--- config.mk ---
export PLATFORM = sky130hd
export DESIGN_NAME = ecc_err_capture
export DESIGN_NICKNAME = d
export VERILOG_FILES = /design/src/rtl/ecc_cap_pkg.sv /design/src/rtl/ecc_cap_ctrl.sv /design/src/rtl/ecc_cap_dp.sv /design/src/rtl/ecc_err_capture.sv
export SDC_FILE = /design/constraint.sdc
export NUM_CORES = 1
export LEC_CHECK = 0
export CAP_MARGIN = 20
export CORE_UTILIZATION = 45
export DETAILED_ROUTE_END_ITERATION = 8
export PLACE_DENSITY = 0.74
export SYNTH_ARGS = -nofsm -noshare
export SYNTH_HDL_FRONTEND = slang
export SYNTH_HIERARCHICAL = 1
export SYNTH_SLANG_ARGS = --single-unit
--- constraint.sdc ---
create_clock -name clk -period 2 [get_ports clk]
set_input_delay 0.4 -clock clk [delete_from_list [all_inputs] [get_ports clk]]
set_output_delay 0.4 -clock clk [all_outputs]
set_load 0.02 [all_outputs]
--- src/rtl/ecc_cap_pkg.sv ---
package ecc_cap_pkg;
  localparam int REG_W    = 16;
  localparam int LANES    = REG_W / 8;
  localparam int PTR_W    = 2 * REG_W;
  localparam int ADDR_W   = PTR_W + 1;
  localparam int LINE_LSB = 7;
  localparam int SYN_W    = 8;
  localparam int DEST_W   = 8;
  localparam int MAP_W    = 4;

  localparam logic [REG_W-1:0] STAT_MASK  = 16'h0B03;
  localparam logic [REG_W-1:0] SERR_MASK  = 16'h0B03;
  localparam logic [REG_W-1:0] LOCAL_MASK = 16'h0003;

  localparam logic [MAP_W-1:0] OFS_STAT   = 4'd0;
  localparam logic [MAP_W-1:0] OFS_PTR_LO = 4'd1;
  localparam logic [MAP_W-1:0] OFS_PTR_HI = 4'd2;
  localparam logic [MAP_W-1:0] OFS_EXT    = 4'd3;
  localparam logic [MAP_W-1:0] OFS_SYN    = 4'd4;
  localparam logic [MAP_W-1:0] OFS_DEST   = 4'd5;
  localparam logic [MAP_W-1:0] OFS_SERR   = 4'd6;
  localparam logic [MAP_W-1:0] OFS_SMI    = 4'd7;
  localparam logic [MAP_W-1:0] OFS_SCI    = 4'd8;

  typedef struct packed {
    logic capture;
    logic wrSerr;
    logic wrSmi;
    logic wrSci;
  } capStrobe_t;
endpackage

--- src/rtl/ecc_cap_ctrl.sv ---
module ecc_cap_ctrl
  import ecc_cap_pkg::*;
(
  input  logic             clk,
  input  logic             rstN,
  input  logic             ceIn,
  input  logic             ueIn,
  input  logic             refreshToIn,
  input  logic             lockErrIn,
  input  logic             thermalIn,
  input  logic [MAP_W-1:0] regAddr,
  input  logic             regWr,
  input  logic [LANES-1:0] regBe,
  input  logic [REG_W-1:0] regWdata,
  input  logic [REG_W-1:0] serrEn,
  input  logic [REG_W-1:0] smiEn,
  input  logic [REG_W-1:0] sciEn,
  output logic [REG_W-1:0] statusOut,
  output capStrobe_t       strobe,
  output logic             reportSerr,
  output logic             reportSmi,
  output logic             reportSci
);
  logic [REG_W-1:0] statusReg;
  logic [REG_W-1:0] laneMask;
  logic [REG_W-1:0] clrBits;
  logic [REG_W-1:0] setBits;
  logic [REG_W-1:0] held;
  logic             statWr;

  for (genvar gl = 0; gl < LANES; gl++) begin : g_lane
    assign laneMask[gl*8 +: 8] = {8{regBe[gl]}};
  end

  assign statWr  = regWr && (regAddr == OFS_STAT);
  assign clrBits = statWr ? (regWdata & laneMask & STAT_MASK) : '0;

  always_comb begin
    setBits     = '0;
    setBits[0]  = ceIn;
    setBits[1]  = ueIn;
    setBits[8]  = refreshToIn;
    setBits[9]  = lockErrIn;
    setBits[11] = thermalIn;
  end

  // A clear in this cycle frees the log before the incoming event is judged.
  assign held = statusReg & ~clrBits;

  always_comb begin
    strobe.capture = (ueIn && !held[1]) || (ceIn && !ueIn && !held[1] && !held[0]);
    strobe.wrSerr  = regWr && (regAddr == OFS_SERR);
    strobe.wrSmi   = regWr && (regAddr == OFS_SMI);
    strobe.wrSci   = regWr && (regAddr == OFS_SCI);
  end

  always_ff @(posedge clk) begin
    if (!rstN) statusReg <= '0;
    else       statusReg <= held | setBits;
  end

  assign statusOut = statusReg;

  always_comb begin
    reportSerr = 1'b0;
    reportSmi  = 1'b0;
    reportSci  = 1'b0;
    if (|serrEn)     reportSerr = |(statusReg & serrEn);
    else if (|smiEn) reportSmi  = |(statusReg & smiEn);
    else             reportSci  = |(statusReg & sciEn);
  end

  a_r2_ce_sets: assert property (@(posedge clk) disable iff (!rstN)
    ceIn |=> statusOut[0]);
  a_r7_ue_sets: assert property (@(posedge clk) disable iff (!rstN)
    ueIn |=> statusOut[1]);
  a_r3_clear_takes: assert property (@(posedge clk) disable iff (!rstN)
    (statWr && regBe[0] && regWdata[0] && !ceIn) |=> !statusOut[0]);
  a_r12_single_path: assert property (@(posedge clk) disable iff (!rstN)
    $onehot0({reportSerr, reportSmi, reportSci}));
endmodule

--- src/rtl/ecc_cap_dp.sv ---
module ecc_cap_dp
  import ecc_cap_pkg::*;
(
  input  logic              clk,
  input  logic              rstN,
  input  capStrobe_t        strobe,
  input  logic [ADDR_W-1:0] errAddr,
  input  logic              errChan,
  input  logic [SYN_W-1:0]  errSyn,
  input  logic [DEST_W-1:0] errDest,
  input  logic [MAP_W-1:0]  regAddr,
  input  logic              regRd,
  input  logic [LANES-1:0]  regBe,
  input  logic [REG_W-1:0]  regWdata,
  input  logic [REG_W-1:0]  statusIn,
  output logic [REG_W-1:0]  serrEn,
  output logic [REG_W-1:0]  smiEn,
  output logic [REG_W-1:0]  sciEn,
  output logic [REG_W-1:0]  regRdata
);
  logic [PTR_W-1:0]  ptrReg;
  logic              extReg;
  logic [SYN_W-1:0]  synReg;
  logic [DEST_W-1:0] destReg;
  logic [REG_W-1:0]  rdNext;

  always_ff @(posedge clk) begin
    if (!rstN) begin
      ptrReg  <= '0;
      extReg  <= 1'b0;
      synReg  <= '0;
      destReg <= '0;
    end else if (strobe.capture) begin
      ptrReg  <= {errAddr[PTR_W-1:LINE_LSB], {(LINE_LSB-1){1'b0}}, errChan};
      extReg  <= errAddr[ADDR_W-1];
      synReg  <= errSyn;
      destReg <= errDest;
    end
  end

  for (genvar gl = 0; gl < LANES; gl++) begin : g_cmd
    always_ff @(posedge clk) begin
      if (!rstN) begin
        serrEn[gl*8 +: 8] <= '0;
        smiEn[gl*8 +: 8]  <= '0;
        sciEn[gl*8 +: 8]  <= '0;
      end else begin
        if (strobe.wrSerr && regBe[gl])
          serrEn[gl*8 +: 8] <= regWdata[gl*8 +: 8] & SERR_MASK[gl*8 +: 8];
        if (strobe.wrSmi && regBe[gl])
          smiEn[gl*8 +: 8] <= regWdata[gl*8 +: 8] & LOCAL_MASK[gl*8 +: 8];
        if (strobe.wrSci && regBe[gl])
          sciEn[gl*8 +: 8] <= regWdata[gl*8 +: 8] & LOCAL_MASK[gl*8 +: 8];
      end
    end
  end

  always_comb begin
    rdNext = '0;
    case (regAddr)
      OFS_STAT:   rdNext = statusIn;
      OFS_PTR_LO: rdNext = ptrReg[REG_W-1:0];
      OFS_PTR_HI: rdNext = ptrReg[PTR_W-1:REG_W];
      OFS_EXT:    rdNext = {{(REG_W-1){1'b0}}, extReg};
      OFS_SYN:    rdNext = {{(REG_W-SYN_W){1'b0}}, synReg};
      OFS_DEST:   rdNext = {{(REG_W-DEST_W){1'b0}}, destReg};
      OFS_SERR:   rdNext = serrEn;
      OFS_SMI:    rdNext = smiEn;
      OFS_SCI:    rdNext = sciEn;
      default:    rdNext = '0;
    endcase
  end

  always_ff @(posedge clk) begin
    if (!rstN)      regRdata <= '0;
    else if (regRd) regRdata <= rdNext;
  end

  a_r8_details_hold: assert property (@(posedge clk) disable iff (!rstN)
    !strobe.capture |=> ($stable(ptrReg) && $stable(synReg) && $stable(destReg) && $stable(extReg)));
  a_r6_syn_loads: assert property (@(posedge clk) disable iff (!rstN)
    strobe.capture |=> (synReg == $past(errSyn)));
  a_r13_rdata_holds: assert property (@(posedge clk) disable iff (!rstN)
    !regRd |=> $stable(regRdata));
endmodule

--- src/rtl/ecc_err_capture.sv ---
module ecc_err_capture
  import ecc_cap_pkg::*;
(
  input  logic              clk,
  input  logic              rstN,
  input  logic              ceIn,
  input  logic              ueIn,
  input  logic              refreshToIn,
  input  logic              lockErrIn,
  input  logic              thermalIn,
  input  logic [ADDR_W-1:0] errAddr,
  input  logic              errChan,
  input  logic [SYN_W-1:0]  errSyn,
  input  logic [DEST_W-1:0] errDest,
  input  logic [MAP_W-1:0]  regAddr,
  input  logic              regWr,
  input  logic              regRd,
  input  logic [LANES-1:0]  regBe,
  input  logic [REG_W-1:0]  regWdata,
  output logic [REG_W-1:0]  regRdata,
  output logic              reportSerr,
  output logic              reportSmi,
  output logic              reportSci
);
  capStrobe_t       strobe;
  logic [REG_W-1:0] statusVal;
  logic [REG_W-1:0] serrEn;
  logic [REG_W-1:0] smiEn;
  logic [REG_W-1:0] sciEn;

  ecc_cap_ctrl i_ctrl (
    .clk(clk), .rstN(rstN),
    .ceIn(ceIn), .ueIn(ueIn), .refreshToIn(refreshToIn),
    .lockErrIn(lockErrIn), .thermalIn(thermalIn),
    .regAddr(regAddr), .regWr(regWr), .regBe(regBe), .regWdata(regWdata),
    .serrEn(serrEn), .smiEn(smiEn), .sciEn(sciEn),
    .statusOut(statusVal), .strobe(strobe),
    .reportSerr(reportSerr), .reportSmi(reportSmi), .reportSci(reportSci)
  );

  ecc_cap_dp i_dp (
    .clk(clk), .rstN(rstN), .strobe(strobe),
    .errAddr(errAddr), .errChan(errChan), .errSyn(errSyn), .errDest(errDest),
    .regAddr(regAddr), .regRd(regRd), .regBe(regBe), .regWdata(regWdata),
    .statusIn(statusVal),
    .serrEn(serrEn), .smiEn(smiEn), .sciEn(sciEn),
    .regRdata(regRdata)
  );
endmodule

==> results.py, run 1 <==
metrics = {
    "floorplan": {
        "core_area_sq_um": 8680,
        "dieHeight_um": 96.4,
        "initial_core_util": 0.462,
        "fp.dieW_um": 96.4,
        "ios": 100,
        "rows": 34,
        "die_area_sq_um": 9280,
    },
    "global_route": {
        "antenna_found_initial": 0,
        "grt_max_degree": 33,
        "grt_pass1_vias": 3253,
        "grtUsageTotal": 0.218,
        "grt_overflow": 0,
        "grt_pass1_wl_um": 15400,
    },
    "power": {
        "p_total_w": 0.00342,
        "leakage_nw": 2.09,
        "vdd_drop_max_v": 0.000509,
        "powerDensity_nw_per_um2": 648,
    },
    "clock_tree": {
        "h-tree-depth": 3,
        "clk_pin_slew_worst_paths_ns": 0.07,
        "ctsHoldBuffers": 0,
        "cts_root_buffer": "clkbuf_8",
        "clk_path_buf_depth": 2,
        "cts_tree": "built",
        "cts_buffers": 9,
        "clk_latency_ns": 0.35,
        "cts.sinks": 73,
    },
    "critical_path": {
        "path_class": "reg2out",
        "path_buf_inv": 1,
        "critPathLaunchType": "flip-flop",
        "crit_start": "i_ctrl/statusOut[0]$_SDFF_PN0_",
        "slowest_delay_ns": 0.56,
        "critical_path_required_ns": 1.60,
        "critPathCaptureType": "primary output",
        "worstReg2RegStart": "i_ctrl/statusOut[1]$_SDFF_PN0_",
        "path_depth": 3,
        "slowest_stage": "a222oi_1",
        "cpLargestDelayFamily": "compound AO/OA/AOI/OAI gates",
        "crit_fanout": 3,
        "arrival_ns": 1.62,
        "reg2reg_depth": 8,
        "cp_cell_sequence": "a222oi_1 -> a211oi_2 -> buf_4",
    },
    "place": {
        "dp_cells": 632,
        "dpl.hpwl_um": 6970,
        "post-place-ws_ns": -0.287,
        "routabilityCongestion": 0.828,
        "port_buffers": 81,
        "placed_area_sq_um": 4940,
    },
    "drt": {
        "via_per_inst": 5.06,
        "detail-route-antenna-nets": 0,
        "drc": 0,
        "routed_wl_um": 9700,
        "drtIter0Drc": 179,
        "wl_per_cell_um": 14.8,
        "firstDrtPassIters": 4,
        "via_count": 3309,
    },
    "cells_and_area": {
        "final_cell_mix": "77 x clkdlybuf4s50_1, 71 x dfxtp_1, 60 x nor2b_1, 59 x mux2i_1, 40 x buf_4",
        "final_util": 0.607,
        "area_growth_pct": 31.6,
        "final_nets": 622,
        "stdcell_area_sq_um": 5270,
        "final_common_cell": "clkdlybuf4s50_1",
        "fin_cells": 654,
        "diodes": 0,
        "drive_above_1_share": 0.139,
    },
    "yosys": {
        "synthCells": 435,
        "syn_area_sq_um": 4010,
        "avgSynthCellArea_sq_um": 9.21,
        "yosys_warnings": 6,
    },
    "timing": {
        "drv_slew": 0,
        "rsz0062_at_grt": "true",
        "timing_hold_violations_final": 0,
        "setup_violations": 1,
        "slew-limit-headroom": 0.583,
        "fin_crit_ns": 2.02,
        "fin_worst_skew_ns": 0.00785,
        "finalCritPeriodShare": 1.01,
        "worst_pin_slew_ns": 0.624,
        "fmax_mhz": 496,
        "fin_ws_ns": -0.0154,
    },
    "run_status": {
        "status": "complete, but fails checks",
        "violations": "negative setup slack",
    },
    "worst_hold_path": {
        "holdCritPathClass": "reg2reg",
        "min_path_cells": 2,
        "hp-start": "i_dp/regRdata[9]$_SDFFE_PN0P_",
    },
    "run": {
        "maxCapViolCount": 0,
    },
}
[timing repair]
action                     CTS  global route
pin swaps                    2             5
setup endpoints to repair    3            42
setup buffers                1             4
resized for setup           14            15
cloned                       0             1
[power by group]
part           internal [W]  total, W  switching, W  leakage (nW)
logic              0.000338  0.000606      0.000268          1.39
registers           0.00153   0.00158     0.0000495         0.599
clock network      0.000703   0.00123      0.000528         0.102
[per-layer routing]
metal	GRT usage	part of all wire	routed length, um	up-vias
met5	0	0	0	-
met4	0.0748	0.014	135	0
met3	0.0671	0.070	676	14
met2	0.366	0.48	4700	96
met1	0.264	0.43	4190	1529
li1	-	-	-	1670
[layout make-up]
| cell class | instances | area, sq um |
|---|---|---|
| tap | 108 | 135 |
| timing repair buffer | 123 | 1150 |
| sequential | 73 | 1470 |
| multi-input combinational | 327 | 2290 |
| clock inverter | 3 | 65.1 |
| inverter | 7 | 26.3 |
| clock buffer | 13 | 139 |
| fill | 782 | 3410 |
[metrics by stage]
step / hold WS [ns] / setup TNS [ns]
after floorplan: 0.456 / 0
after global placement: 0.460 / -10.99
after detailed placement: 0.462 / -13.08
after CTS: 0.475 / -0.128
after global routing: 0.510 / -0.214
final: 0.473 / -0.0154
[flip-flops by register name, indices dropped and copies added (netlist names), 2 cells and up]
register,cells
i_ctrl/statusOut,5
i_dp/destReg,8
i_dp/ptrReg,26
i_dp/regRdata,16
i_dp/sciEn,2
i_dp/serrEn,5
i_dp/smiEn,2
i_dp/synReg,8
[worst reg2reg max path: cells and delay by family, from the launching register on]
family / cells / cell delay [ns]
flip-flops: 1 / 0.41
buffers and inverters: 4 / 0.54
AND/OR/NAND/NOR: 1 / 0.06
AO/OA/AOI/OAI: 2 / 0.29
multiplexers: 1 / 0.17
[final timing paths]
kind	end	slack, ns
max	reportSci	-0.02
min	i_dp/regRdata[9]$_SDFFE_PN0P_	0.47
max reg2reg	i_dp/destReg[7]$_SDFFE_PN0P_	0.42
min reg2reg	i_dp/regRdata[9]$_SDFFE_PN0P_	0.47
No activity file was read; power rests on OpenSTA's default activity.
==> run 2: changes to the inputs <==
--- a/config.mk
+++ b/config.mk
@@ -8,6 +8,7 @@
 export CAP_MARGIN = 20
 export CORE_UTILIZATION = 45
 export DETAILED_ROUTE_END_ITERATION = 8
+export MAX_ROUTING_LAYER = met4
 export PLACE_DENSITY = 0.74
 export SYNTH_ARGS = -nofsm -noshare
 export SYNTH_HDL_FRONTEND = slang
==> run 2 against run 1 <==
Net effect:
- the flow now finishes without violations
- die area unchanged
- critical path depth unchanged
- via count decreased by 0.33%
- sequential cell count unchanged
- sequential power about the same
- non-clock buffer count unchanged
- worst setup slack improved by 0.025 ns
- first-iteration DRC count increased by 11%
- routed wire length decreased by 0.16%
- design area unchanged
- combinational power about the same
- clock skew increased by 0.00051 ns
- highest routed layer unchanged
==> results.py, run 2 (same netlist as run 1, synthesis figures left out) <==
metrics = {
    "critical_path": {
        "cp_cell_sequence": "a222oi_1 -> a211oi_2 -> buf_4",
        "critPathCaptureType": "primary output",
        "critPathLaunchType": "flip-flop",
        "path_buf_inv": 1,
        "path_class": "reg2out",
        "slowest_delay_ns": 0.54,
        "crit_fanout": 3,
        "slowest_stage": "a222oi_1",
        "arrival_ns": 1.59,
        "critical_path_required_ns": 1.60,
        "cpLargestDelayFamily": "compound AO/OA/AOI/OAI gates",
    },
    "timing": {
        "fin_worst_skew_ns": 0.00836,
        "drv_slew": 0,
        "fmax_mhz": 502,
        "timing_hold_violations_final": 0,
        "slew-limit-headroom": 0.584,
        "worst_pin_slew_ns": 0.623,
        "rsz0062_at_grt": "true",
        "finalCritPeriodShare": 0.995,
        "setup_violations": 0,
        "fin_crit_ns": 1.99,
    },
    "cells_and_area": {
        "final_nets": 622,
        "area_growth_pct": 31.6,
        "final_cell_mix": "77 x clkdlybuf4s50_1, 71 x dfxtp_1, 60 x nor2b_1, 59 x mux2i_1, 40 x buf_4",
        "final_common_cell": "clkdlybuf4s50_1",
        "top_register": "i_dp/ptrReg",
        "final_util": 0.607,
        "diodes": 0,
        "n_fill_cell": 782,
        "biggestRegsByFlops": "i_dp/ptrReg (26), i_dp/regRdata (16)",
        "stdcell_area_sq_um": 5270,
        "drive_above_1_share": 0.139,
        "largest_reg_flops": 26,
    },
    "clock_tree": {
        "ctsHoldBuffers": 0,
        "cts_buffers": 9,
        "cts.sinks": 73,
        "cts_tree": "built",
        "clk_pin_slew_worst_paths_ns": 0.07,
        "h-tree-depth": 3,
        "cts_root_buffer": "clkbuf_8",
        "clk_latency_ns": 0.34,
        "clk_path_buf_depth": 2,
    },
    "floorplan": {
        "initial_core_util": 0.462,
        "ios": 100,
        "die_area_sq_um": 9280,
        "core_area_sq_um": 8680,
        "fp.dieW_um": 96.4,
        "rows": 34,
        "dieHeight_um": 96.4,
    },
    "power": {
        "pwr-share-clk": 0.360,
        "power_frac_seq": 0.463,
        "power_switching_w": 0.000842,
        "p_sw_frac": 0.247,
        "powerDensity_nw_per_um2": 648,
        "pwr-share-comb": 0.178,
        "vdd_drop_max_v": 0.000509,
        "leakage_nw": 2.09,
        "p_int_w": 0.00257,
    },
    "global_route": {
        "antenna_found_initial": 0,
        "grt_pass1_wl_um": 15400,
        "grt_max_degree": 33,
        "grt_pass1_vias": 3249,
        "grt_overflow": 0,
        "grtUsageTotal": 0.225,
    },
    "drt": {
        "wl_per_cell_um": 14.8,
        "detail-route-antenna-nets": 0,
        "firstDrtPassIters": 4,
        "drtIter0Drc": 198,
        "drc": 0,
        "via_count": 3298,
        "via_per_inst": 5.04,
        "routed_wl_um": 9680,
    },
    "worst_hold_path": {
        "holdCritPathClass": "reg2reg",
    },
    "place": {
        "routabilityCongestion": 0.841,
        "dpl.hpwl_um": 6970,
        "port_buffers": 81,
        "placed_area_sq_um": 4940,
    },
    "run": {
        "maxCapViolCount": 0,
    },
    "run_status": {
        "status": "finished, final reports clean",
    },
}
==> run 2: routing by layer <==
metal / share of wire / GRT usage
met3: 0.073 / 0.0671
met5: 0 / -
met4: 0.012 / 0.0674
met2: 0.49 / 0.365
met1: 0.43 / 0.269
==> run 2: worst paths after layout <==
path / from / to / slack [ns] / cells past startpoint
setup / recovery: i_ctrl/statusOut[0]$_SDFF_PN0_ / reportSci / 0.009 / 3
hold / removal: i_dp/regRdata[9]$_SDFFE_PN0P_ / i_dp/regRdata[9]$_SDFFE_PN0P_ / 0.47 / 2
setup reg to reg: i_ctrl/statusOut[1]$_SDFF_PN0_ / i_dp/destReg[7]$_SDFFE_PN0P_ / 0.44 / 8
hold reg to reg: i_dp/regRdata[9]$_SDFFE_PN0P_ / i_dp/regRdata[9]$_SDFFE_PN0P_ / 0.47 / 2
==> run 2: layout make-up <==
class,count,area [sq um],area share
clock buffer,13,139,0.0263
clock inverter,3,65.1,0.0123
inverter,7,26.3,0.00498
multi-input combinational,327,2290,0.434
sequential,73,1470,0.278
tap,108,135,0.0256
timing repair buffer,123,1150,0.219
==> run 2: metrics by stage <==
| step | cells | total power, W | hold WS, ns | setup TNS (ns) | worst slack [ns] |
|---|---|---|---|---|---|
| finish | 654 | 0.00341 | 0.475 | 0 | 0.00917 |
| global route | 654 | 0.00358 | 0.510 | -0.212 | -0.0854 |
| CTS | 649 | 0.00341 | 0.475 | -0.128 | -0.128 |
| detailed placement | 632 | 0.00218 | 0.462 | -13.08 | -0.287 |
| global placement | 632 | 0.00217 | 0.460 | -10.99 | -0.244 |
| floorplan | 472 | 0.00198 | 0.456 | 0 | 0.274 |
==> run 2: power by group through the flow <==
stage	Clock [W]	Combinational [W]	Sequential (W)
global placement	0	0.000556	0.00161
CTS	0.00126	0.000573	0.00158
floorplan	0	0.000377	0.00160
global route	0.00133	0.000659	0.00159
detailed placement	0	0.000568	0.00161
finish	0.00123	0.000606	0.00158
==> run 2: tightest hold or removal path, stage by stage, from the launching register on <==
cell and delay [ns]:
dfxtp_1 0.31, nand2b_1 0.06, a21boi_1 0.05
==> run 2: repair_timing <==
| action | 4_1_cts | 5_1_grt |
|---|---|---|
| endpoints found under the setup margin | 3 | 42 |
| pin swaps | 2 | 5 |
| buffers inserted | 1 | 4 |
| cloned | 0 | 1 |
| gates resized for setup | 14 | 15 |
==> run 3: changes to the inputs <==
--- a/config.mk
+++ b/config.mk
@@ -6,10 +6,11 @@
 export NUM_CORES = 1
 export LEC_CHECK = 0
 export CAP_MARGIN = 20
-export CORE_UTILIZATION = 45
+export CORE_UTILIZATION = 50
 export DETAILED_ROUTE_END_ITERATION = 8
 export MAX_ROUTING_LAYER = met4
-export PLACE_DENSITY = 0.74
+export PLACE_DENSITY = 0.81
+export SLEW_MARGIN = 10
 export SYNTH_ARGS = -nofsm -noshare
 export SYNTH_HDL_FRONTEND = slang
 export SYNTH_HIERARCHICAL = 1
==> run 3 against run 2 <==
Net effect:
- routed wire length fell by 2.5%
- hold slack better by 0.0042 ns
- critical path type unchanged
- largest power group unchanged
- clock skew grew 0.0027 ns
==> results.py, run 3 (same netlist as run 1, synthesis figures left out) <==
metrics = {
    "power": {
        "p_total_w": 0.00333,
        "leakage_nw": 2.04,
        "vdd_drop_max_v": 0.000414,
        "powerDensity_nw_per_um2": 641,
    },
    "timing": {
        "rsz0062_at_grt": "true",
        "slew-limit-headroom": 0.594,
        "fin_crit_ns": 1.96,
        "fin_worst_skew_ns": 0.0110,
        "finalCritPeriodShare": 0.978,
        "drv_slew": 0,
        "fmax_mhz": 512,
        "setup_violations": 0,
        "worst_pin_slew_ns": 0.608,
        "timing_hold_violations_final": 0,
    },
    "floorplan": {
        "rows": 32,
        "fp.dieW_um": 91.5,
        "die_area_sq_um": 8380,
        "initial_core_util": 0.518,
        "ios": 100,
        "core_area_sq_um": 7730,
        "dieHeight_um": 91.5,
    },
    "drt": {
        "firstDrtPassIters": 4,
        "drc": 0,
        "wl_per_cell_um": 14.7,
        "routed_wl_um": 9440,
        "drtIter0Drc": 275,
        "via_count": 3299,
        "detail-route-antenna-nets": 0,
        "via_per_inst": 5.15,
    },
    "clock_tree": {
        "cts_root_buffer": "clkbuf_8",
        "cts_tree": "built",
        "cts.sinks": 73,
        "clk_latency_ns": 0.36,
        "cts_buffers": 9,
        "clk_path_buf_depth": 2,
        "h-tree-depth": 3,
        "clk_pin_slew_worst_paths_ns": 0.08,
    },
    "global_route": {
        "antenna_found_initial": 0,
        "grt_pass1_wl_um": 15300,
        "grtUsageTotal": 0.241,
        "grt_pass1_vias": 3171,
        "grt_max_degree": 76,
        "grt_overflow": 0,
    },
    "critical_path": {
        "path_buf_inv": 2,
        "slowest_stage": "dfxtp_2",
        "slowest_delay_ns": 0.34,
        "cp_cell_sequence": "nor4_4 -> nand4_1 -> buf_4 -> a21oi_4 -> buf_6",
        "critical_path_required_ns": 1.60,
        "critPathLaunchType": "flip-flop",
        "crit_fanout": 2,
        "path_class": "reg2out",
        "arrival_ns": 1.56,
        "critPathCaptureType": "primary output",
        "cpLargestDelayFamily": "simple AND/OR/NAND/NOR gates",
    },
    "place": {
        "routabilityCongestion": 0.860,
        "dp_cells": 625,
        "port_buffers": 81,
        "placed_area_sq_um": 4940,
        "dpl.hpwl_um": 6630,
    },
    "cells_and_area": {
        "fin_cells": 641,
        "multi_input_area_sq_um": 2280,
        "final_common_cell": "clkdlybuf4s50_1",
        "largest_reg_flops": 26,
        "area_growth_pct": 29.5,
        "top_register": "i_dp/ptrReg",
        "final_nets": 615,
        "final_util": 0.671,
        "n_fill_cell": 603,
        "drive_above_1_share": 0.130,
        "diodes": 0,
        "biggestRegsByFlops": "i_dp/ptrReg (26), i_dp/regRdata (16)",
        "stdcell_area_sq_um": 5190,
        "final_cell_mix": "77 x clkdlybuf4s50_1, 72 x dfxtp_1, 61 x nor2b_1, 59 x mux2i_1, 39 x conb_1",
        "ff_latch_area_sq_um": 1460,
    },
    "run": {
        "maxCapViolCount": 0,
    },
    "worst_hold_path": {
        "holdCritPathClass": "reg2reg",
    },
    "run_status": {
        "status": "finished, final reports clean",
    },
}
## run 3: per-stage QoR
stage                     hold slack [ns]  setup TNS (ns)  setup WS, ns
after CTS                           0.479               0       0.00453
final                               0.479               0        0.0450
after detailed placement            0.466          -15.12        -0.363
after floorplan                     0.456               0         0.274
after global routing                0.498         -0.0351       -0.0336
after global placement              0.464          -11.87        -0.254
## run 3: layer usage
layer,global-route usage,up-vias,part of all wire
met1,0.298,1524,0.44
met2,0.378,101,0.47
met3,0.0620,17,0.066
met4,0.0873,0,0.020
met5,-,-,0
li1,-,1657,-
## run 3: worst register-to-register path: cells and delay by family (launching register included)
family                 cells  cell delay, ns
AO/OA/AOI/OAI              2            0.33
buffers and inverters      3            0.46
flip-flops                 1            0.35
multiplexers               1            0.25
AND/OR/NAND/NOR            1            0.06
## run 3: layout make-up
cell class | count | area share
Sequential cell | 73 | 0.282
Multi-Input combinational cell | 327 | 0.440
Clock buffer | 10 | 0.0246
Clock inverter | 6 | 0.0130
Inverter | 7 | 0.00507
Tap cell | 102 | 0.0246
Timing Repair Buffer | 116 | 0.210
## run 3: timing repair
item                                    4_1_cts  5_1_grt
setup buffers                                 1        0
hold buffers                                  0        0
gates resized for setup                      14       11
gates cloned                                  0        0
endpoints found under the setup margin        3       43
pin swaps                                     2        2
## run 3: where the power goes
| group | internal, W | leakage (nW) | switching, W |
|---|---|---|---|
| clock network | 0.000580 | 0.0929 | 0.000583 |
| registers | 0.00153 | 0.599 | 0.0000527 |
| logic | 0.000323 | 1.35 | 0.000258 |
## run 3: path summary, 6_finish.rpt
check                                       from                       endpoint  slack (ns)  cells after the start
setup / recovery     i_dp/serrEn[0]$_SDFFE_PN0P_                      reportSmi        0.04                      5
hold / removal     i_dp/regRdata[6]$_SDFFE_PN0P_  i_dp/regRdata[6]$_SDFFE_PN0P_        0.48                      2
setup reg to reg  i_ctrl/statusOut[0]$_SDFF_PN0_   i_dp/destReg[7]$_SDFFE_PN0P_        0.47                      7
hold reg to reg    i_dp/regRdata[6]$_SDFFE_PN0P_  i_dp/regRdata[6]$_SDFFE_PN0P_        0.48                      2
